### src/rtl/qsched_pkg.sv
package qsched_pkg;

    localparam int Q_CNT = 4;
    localparam int BUF_W = Q_CNT + 1;

    typedef enum logic [1:0] {
        QM_OFF  = 2'd0,
        QM_HUNT = 2'd1,
        QM_LOCK = 2'd2
    } qmode_e;

    typedef struct packed {
        logic             fallback;
        logic [Q_CNT-1:0] pat;
    } qbuf_t;

    function automatic qmode_e mode_of(input logic en, input logic sync);
        if (!en)
            return QM_OFF;
        else if (!sync)
            return QM_HUNT;
        else
            return QM_LOCK;
    endfunction

endpackage

### src/rtl/qsched_hostbuf.sv
module qsched_hostbuf
    import qsched_pkg::*;
(
    input  logic  clk,
    input  logic  rst,
    input  logic  wr_en,
    input  qbuf_t wr_data,
    input  logic  stat_rd,
    input  logic  handover,
    output qbuf_t buf_q,
    output logic  empty
);

    always_ff @(posedge clk) begin
        if (rst) begin
            buf_q <= '0;
            empty <= 1'b1;
        end else begin
            if (wr_en)
                buf_q <= wr_data;
            if (handover)
                empty <= 1'b1;
            else if (stat_rd)
                empty <= 1'b0;
        end
    end

    p_set_on_handover_r1: assert property (@(posedge clk) disable iff (rst)
        handover |=> empty);

    p_read_clears_r2: assert property (@(posedge clk) disable iff (rst)
        (stat_rd && !handover) |=> !empty);

    p_reset_empty_r1: assert property (@(posedge clk)
        rst |=> empty);

endmodule

### src/rtl/qsched_slotter.sv
module qsched_slotter
    import qsched_pkg::*;
#(
    parameter int MF_LEN    = 20,
    parameter int Q_SPACING = 5,
    parameter int IDX_W     = $clog2(MF_LEN + 1)
) (
    input  logic             clk,
    input  logic             rst,
    input  logic             frame_stb,
    input  logic [IDX_W-1:0] frame_idx,
    input  qmode_e           mode,
    input  qbuf_t            buf_q,
    output logic             handover,
    output logic             q_bit
);

    logic [Q_CNT-1:0] hit;
    logic [Q_CNT-1:0] shadow;
    logic [Q_CNT-1:0] pat_now;
    logic             lock_bit;
    logic             q_next;

    for (genvar k = 0; k < Q_CNT; k++) begin : g_slot
        localparam int POS = 1 + k * Q_SPACING;
        assign hit[k] = (frame_idx == IDX_W'(POS));
    end

    assign handover = frame_stb && (mode == QM_LOCK) && hit[0];
    assign pat_now  = handover ? buf_q.pat : shadow;

    always_comb begin
        lock_bit = 1'b0;
        for (int k = 0; k < Q_CNT; k++)
            if (hit[k])
                lock_bit = pat_now[Q_CNT-1-k];
    end

    always_comb begin
        unique case (mode)
            QM_OFF:  q_next = 1'b1;
            QM_HUNT: q_next = buf_q.fallback;
            QM_LOCK: q_next = lock_bit;
            default: q_next = 1'b1;
        endcase
    end

    always_ff @(posedge clk) begin
        if (rst) begin
            shadow <= '0;
            q_bit  <= 1'b1;
        end else begin
            if (handover)
                shadow <= buf_q.pat;
            if (frame_stb)
                q_bit <= q_next;
        end
    end

    p_hold_between_r11: assert property (@(posedge clk) disable iff (rst)
        !frame_stb |=> $stable(q_bit));

    p_nonq_zero_r6: assert property (@(posedge clk) disable iff (rst)
        (frame_stb && mode == QM_LOCK && hit == '0) |=> !q_bit);

    p_hit_onehot: assert property (@(posedge clk) disable iff (rst)
        $onehot0(hit));

endmodule

### src/rtl/qsched_tx.sv
module qsched_tx
    import qsched_pkg::*;
#(
    parameter int MF_LEN    = 20,
    parameter int Q_SPACING = 5,
    parameter int IDX_W     = $clog2(MF_LEN + 1)
) (
    input  logic             clk,
    input  logic             rst,
    input  logic             host_wr,
    input  logic [BUF_W-1:0] host_wdata,
    input  logic             stat_rd,
    input  logic             frame_stb,
    input  logic [IDX_W-1:0] frame_idx,
    input  logic             mf_en,
    input  logic             mf_sync,
    output logic             q_bit,
    output logic             buf_empty
);

    qbuf_t  wr_data;
    qbuf_t  buf_q;
    qmode_e mode;
    logic   handover;

    assign wr_data = qbuf_t'(host_wdata);
    assign mode    = mode_of(mf_en, mf_sync);

    qsched_hostbuf u_buf (
        .clk      (clk),
        .rst      (rst),
        .wr_en    (host_wr),
        .wr_data  (wr_data),
        .stat_rd  (stat_rd),
        .handover (handover),
        .buf_q    (buf_q),
        .empty    (buf_empty)
    );

    qsched_slotter #(
        .MF_LEN    (MF_LEN),
        .Q_SPACING (Q_SPACING),
        .IDX_W     (IDX_W)
    ) u_slot (
        .clk       (clk),
        .rst       (rst),
        .frame_stb (frame_stb),
        .frame_idx (frame_idx),
        .mode      (mode),
        .buf_q     (buf_q),
        .handover  (handover),
        .q_bit     (q_bit)
    );

    p_off_ones_r10: assert property (@(posedge clk) disable iff (rst)
        (frame_stb && !mf_en) |=> q_bit);

    p_hunt_fallback_r3: assert property (@(posedge clk) disable iff (rst)
        (frame_stb && mf_en && !mf_sync) |=> (q_bit == $past(buf_q.fallback)));

    p_no_handover_unsynced_r9: assert property (@(posedge clk) disable iff (rst)
        (!mf_sync || !mf_en) |-> !handover);

endmodule

### config.mk
export PLATFORM = sky130hd
export DESIGN_NAME = qsched_tx
export DESIGN_NICKNAME = d
export VERILOG_FILES = /design/src/rtl/qsched_pkg.sv /design/src/rtl/qsched_hostbuf.sv /design/src/rtl/qsched_slotter.sv /design/src/rtl/qsched_tx.sv
export SDC_FILE = /design/constraint.sdc
export NUM_CORES = 1
export LEC_CHECK = 0
export BUFFER_PORTS_ARGS = -buffer_cell sky130_fd_sc_hd__buf_2
export CAP_MARGIN = 25
export CELL_PAD_IN_SITES_DETAIL_PLACEMENT = 0
export CELL_PAD_IN_SITES_GLOBAL_PLACEMENT = 1
export CORE_UTILIZATION = 33
export DETAILED_ROUTE_END_ITERATION = 8
export PLACE_DENSITY = 0.85
export REMOVE_ABC_BUFFERS = 1
export SLEW_MARGIN = 0
export SYNTH_ARGS = -nofsm -noshare
export SYNTH_HDL_FRONTEND = slang
export SYNTH_SLANG_ARGS = --single-unit
### constraint.sdc
create_clock -name clk -period 1.63 [get_ports clk]
set_input_delay 0.163 -clock clk [delete_from_list [all_inputs] [get_ports clk]]
set_output_delay 0.163 -clock clk [all_outputs]
set_load 0.01 [all_outputs]
Word-level counts from Yosys, hierarchy flattened
Cells that the tools add are included.
Widths: inputs -> output; s select.

word-level totals
  register bits after elaboration = 11
  bits of input ports = 17
  output and inout port bits = 2
  word-level logic and storage cells = 22

cells by class
  equal/unequal tests = 6
  multiplexer cells = 8
  reduce and logical (&&, ||, !) cells = 3

operators by type and width
  kind                number
  $eq 5x1->1 const B  1
  $eq 5x3->1 const B  1
  $eq 5x4->1 const B  1
  $eq 5x5->1 const B  1
  $mux 1              4
  $mux 2              2
  $mux 4              1
  $eq 2x1->1 const B  1
  $eq 2x2->1 const B  1
  $logic_and 1x1->1   2
  $pmux 1 s2          1
  $reduce_or 2->1     1

Depth between registers and ports, before layout
  depth after elaboration = 11
  depth in mapped cells = 4
  depth with buffers taken out = 4

Hierarchy
A second synthesis with hierarchy kept.

unflattened totals
  cells, all modules = 61
  area total of the unflattened synthesis = 568.0 um2

by module, submodules not included
  module          instances  cells an instance  area each (um2)  sequential area each (um2)
  qsched_slotter  1          39                 339.1            100.1
  qsched_hostbuf  1          20                 212.7            120.1
  qsched_tx       1          2                  16.3             0.0

Worst setup path before layout
OpenSTA, ideal clock, no wires.

  path type = in2reg
  from = input frame_idx[1]
  to = register u_slot.shadow[0]
  library setup time = 0.128 ns
  arrival time = 1.078 ns
  data required time = 1.502 ns
  setup slack = 0.424 ns
  cell stages on the path = 4
  cells stage by stage = or3_4 -> nor3_4 -> mux2i_1 -> nor2_1

on the way
  cells in the longest elaborated chain, start to end = 3

ends and longest elaborated chain
  what                  RTL line              source
  from (decl)           qsched_tx.sv:14       input logic [IDX_W-1:0] frame_idx,
  $eq 5x1->1            qsched_slotter.sv:26  assign hit[k] = (frame_idx == IDX_W'(POS));
  $logic_and 1x1->1     qsched_slotter.sv:29  assign handover = frame_stb && (mode == QM_LOCK) && hit[0];
  $mux 4                --
  to (signal assigned)  qsched_slotter.sv:54  shadow <= buf_q.pat;
  to (decl)             qsched_slotter.sv:19  logic [Q_CNT-1:0] shadow;

No other way between the ends.
A chain may end at the register's enable or synchronous reset.

Worst setup path after layout
Ends and elaborated chain as after synthesis.

==> impl_metrics.py <==
metrics = {
    "timing": {
        "clock.fmax_ghz": 0.907,
        "rsz0062_at_grt": "false",
        "setup_viol": 0,
        "fin_skew_ns": 0.00348,
        "hold_viol": 0,
        "maxSlewViolCount": 0,
        "finalCritPeriodShare_pct": 67.7,
        "period_needed_ns": 1.10,
        "setup_tns_ns": 0,
        "worstMarginPinSlew_ns": 0.371,
        "relSlewSlack_pct": 75.0,
    },
    "critical_path": {
        "path_class": "input pin to flip-flop",
        "worstPathRequired_ns": 1.79,
        "rr_startpoint": "u_buf.buf_q[4]$_SDFFE_PP0P_",
        "start_kind": "input pin",
        "slowest_delay_ns": 0.39,
        "cp_slowest_cell": "or3_4",
        "arrival_ns": 1.26,
        "cp-end-kind": "flip-flop",
        "critPathMaxFanout": 5,
        "path_cells": "buf_2 -> or3_4 -> nor3_4 -> mux2i_1 -> nor2_1",
        "startpoint": "frame_idx[1]",
    },
    "drt": {
        "vias": 437,
        "wire_per_inst_um": 10.5,
        "viasPerCell": 4.80,
        "postRouteWirelength_um": 955,
        "drcViolationCount": 0,
        "first_pass_iters": 2,
        "drtIter0Drc": 3,
        "final_antenna_net_count": 0,
    },
    "clock_network": {
        "clock-sinks": 11,
        "htreeDepth": 1,
        "cts_hold_buf": 0,
        "worstSkewPairLatency_ns": 0.27,
        "cts_made_buffers": 3,
        "cts_setup_buffers": 0,
        "clk_path_buf_depth": 2,
        "clkTransAtPathRegs_ns": 0.07,
        "cts_resized": 0,
        "cts_tree": "yes",
        "clock-root-buffer": "clkbuf_4",
    },
    "place": {
        "gp_congestion": 0.757,
        "dp_hpwl_um": 759,
        "portBuffers": 18,
        "dp.cells": 87,
        "dpl_cell_area_um2": 614,
    },
    "hold_path": {
        "hold_class": "input pin to flip-flop",
        "min_from": "host_wdata[2]",
    },
    "die": {
        "rows": 13,
        "ioPinCount": 19,
        "dieArea_um2": 1720,
        "initial_core_util_pct": 37.5,
        "core_um2": 1370,
        "die_width_um": 41.4,
        "die_y_um": 41.4,
    },
    "cells_and_area": {
        "stdcell_count": 91,
        "final_nets": 94,
        "multi_input_area_um2": 270,
        "diodes": 0,
        "syn2layout_area_growth_pct": 24.9,
        "drive_gt1_share_pct": 32.9,
        "seq_area_um2": 220,
        "fillerInstances": 167,
        "final_area_um2": 641,
    },
    "power": {
        "peakVddDrop_v": 0.000460,
        "powerDensity_nw_per_um2": 842,
        "power_leakage_uw": 0.000289,
    },
    "grt": {
        "grt_usage_pct": 13.3,
        "antenna_found_initial": 0,
        "overflow": 0,
        "grt_pass1_wl_mm": 1.73,
        "grt_pass1_vias": 409,
        "grt_max_degree": 13,
    },
    "logic_synthesis": {
        "synth_area_per_cell_um2": 9.16,
        "ys_ff_latch": 11,
        "yosysUniqueCellTypes": 22,
        "synth_cells": 56,
        "syn_area_um2": 513,
        "yosysSeqAreaShare_pct": 42.9,
        "ys_warn_count": 0,
    },
    "status": {
        "status": "finished, final reports clean",
    },
    "job": {
        "maxCapViolCount": 0,
    },
}
cell usage after synthesis (all sizes together):
| cell type | number | area, um^2 |
|---|---|---|
| o21a | 1 | 7.51 |
| o211ai | 1 | 7.51 |
| nor2b | 1 | 6.26 |
| inv | 4 | 15.0 |
| o31ai | 1 | 7.51 |
| a31o | 1 | 8.76 |
| nor4 | 1 | 6.26 |
| mux2i | 10 | 100 |
| dfxtp | 11 | 220 |
| nand3 | 1 | 5.00 |
| a211o | 1 | 8.76 |
| or2 | 1 | 6.26 |
| clkbuf | 2 | 7.51 |
| nand4 | 1 | 6.26 |
| nand2 | 3 | 11.3 |
| nor3 | 2 | 21.3 |
| a21oi | 1 | 5.00 |
| a211oi | 1 | 7.51 |
| or3 | 1 | 11.3 |
| nand2b | 1 | 6.26 |
| nor2 | 10 | 37.5 |
placed cells by master, fill, tap and decap left out, drive strengths merged:
cell	instances
buf	18
o21a	1
nor3	2
mux2i	10
nand3	1
a211o	1
a211oi	1
nand2	3
nor4	1
nor2	10
nor2b	1
nand2b	1
o31ai	1
a21oi	1
dfxtp	11
nand4	1
clkbuf	4
a31o	1
inv	4
or2	1
o211ai	1
or3	1
per-layer routing:
layer	vias to the layer above	global-route usage, %	wire length (um)
met5	-	0	0
met1	191	15.2	433
li1	233	-	-
met4	0	5.81	0
met3	0	7.39	70
met2	13	20.0	451
path summary, 6_finish.rpt:
path | endpoint | slack (ns) | cells past startpoint
worst max-delay path | u_slot.shadow[0]$_SDFF_PP0_ | 0.53 | 5
worst max register to register | u_slot.q_bit$_SDFFE_PP1P_ | 0.62 | 3
worst min-delay path | u_buf.buf_q[2]$_SDFFE_PP0P_ | 0.13 | 3
worst min register to register | u_buf.empty$_SDFFE_PP1P_ | 0.46 | 1
flip-flops by register name, indices dropped and copies added, names as in the netlist:
signal         cells
u_buf.empty        1
u_slot.q_bit       1
u_slot.shadow      4
u_buf.buf_q        5
final cells by class:
type / instances / share of cell area [%]
multi-input combinational: 39 / 42.2
sequential: 11 / 34.4
timing repair buffer: 18 / 14.1
clock buffer: 4 / 4.10
tap: 15 / 2.93
inverter: 4 / 2.34
kinds of logic (layout without fill, tap and decap cells):
family / count (synthesis) / after routing / synth area share [%]
simple gates: 22 / 22 / 22.9
flops: 11 / 11 / 42.9
mux: 10 / 10 / 19.5
compound gates: 7 / 7 / 10.2
buf+inv: 6 / 26 / 4.39
report_power, final:
part           switching (uW)  internal (uW)  total, uW
Clock                    91.8           94.7        186
Sequential               5.66            280        286
Combinational            32.9           34.2       67.0
Total                     130            409        539
per-stage QoR:
stage | hold WS [ns] | worst slack, ns | power, uW | utilization [%]
finish | 0.126 | 0.527 | 539 | 46.9
global route | 0.127 | 0.426 | 567 | 46.9
CTS | 0.116 | 0.514 | 551 | 46.9
detailed placement | 0.406 | 0.227 | 360 | 45.0
global placement | 0.400 | 0.262 | 359 | 45.0
floorplan | 0.235 | 0.437 | 322 | -
worst max-delay path, delay by kind of cell:
kind                   cells  cell delay [ns]
and+or+nand+nor            3             0.75
buffers and inverters      1             0.11
muxes                      1             0.23
No activity file was read; power rests on OpenSTA's default activity.
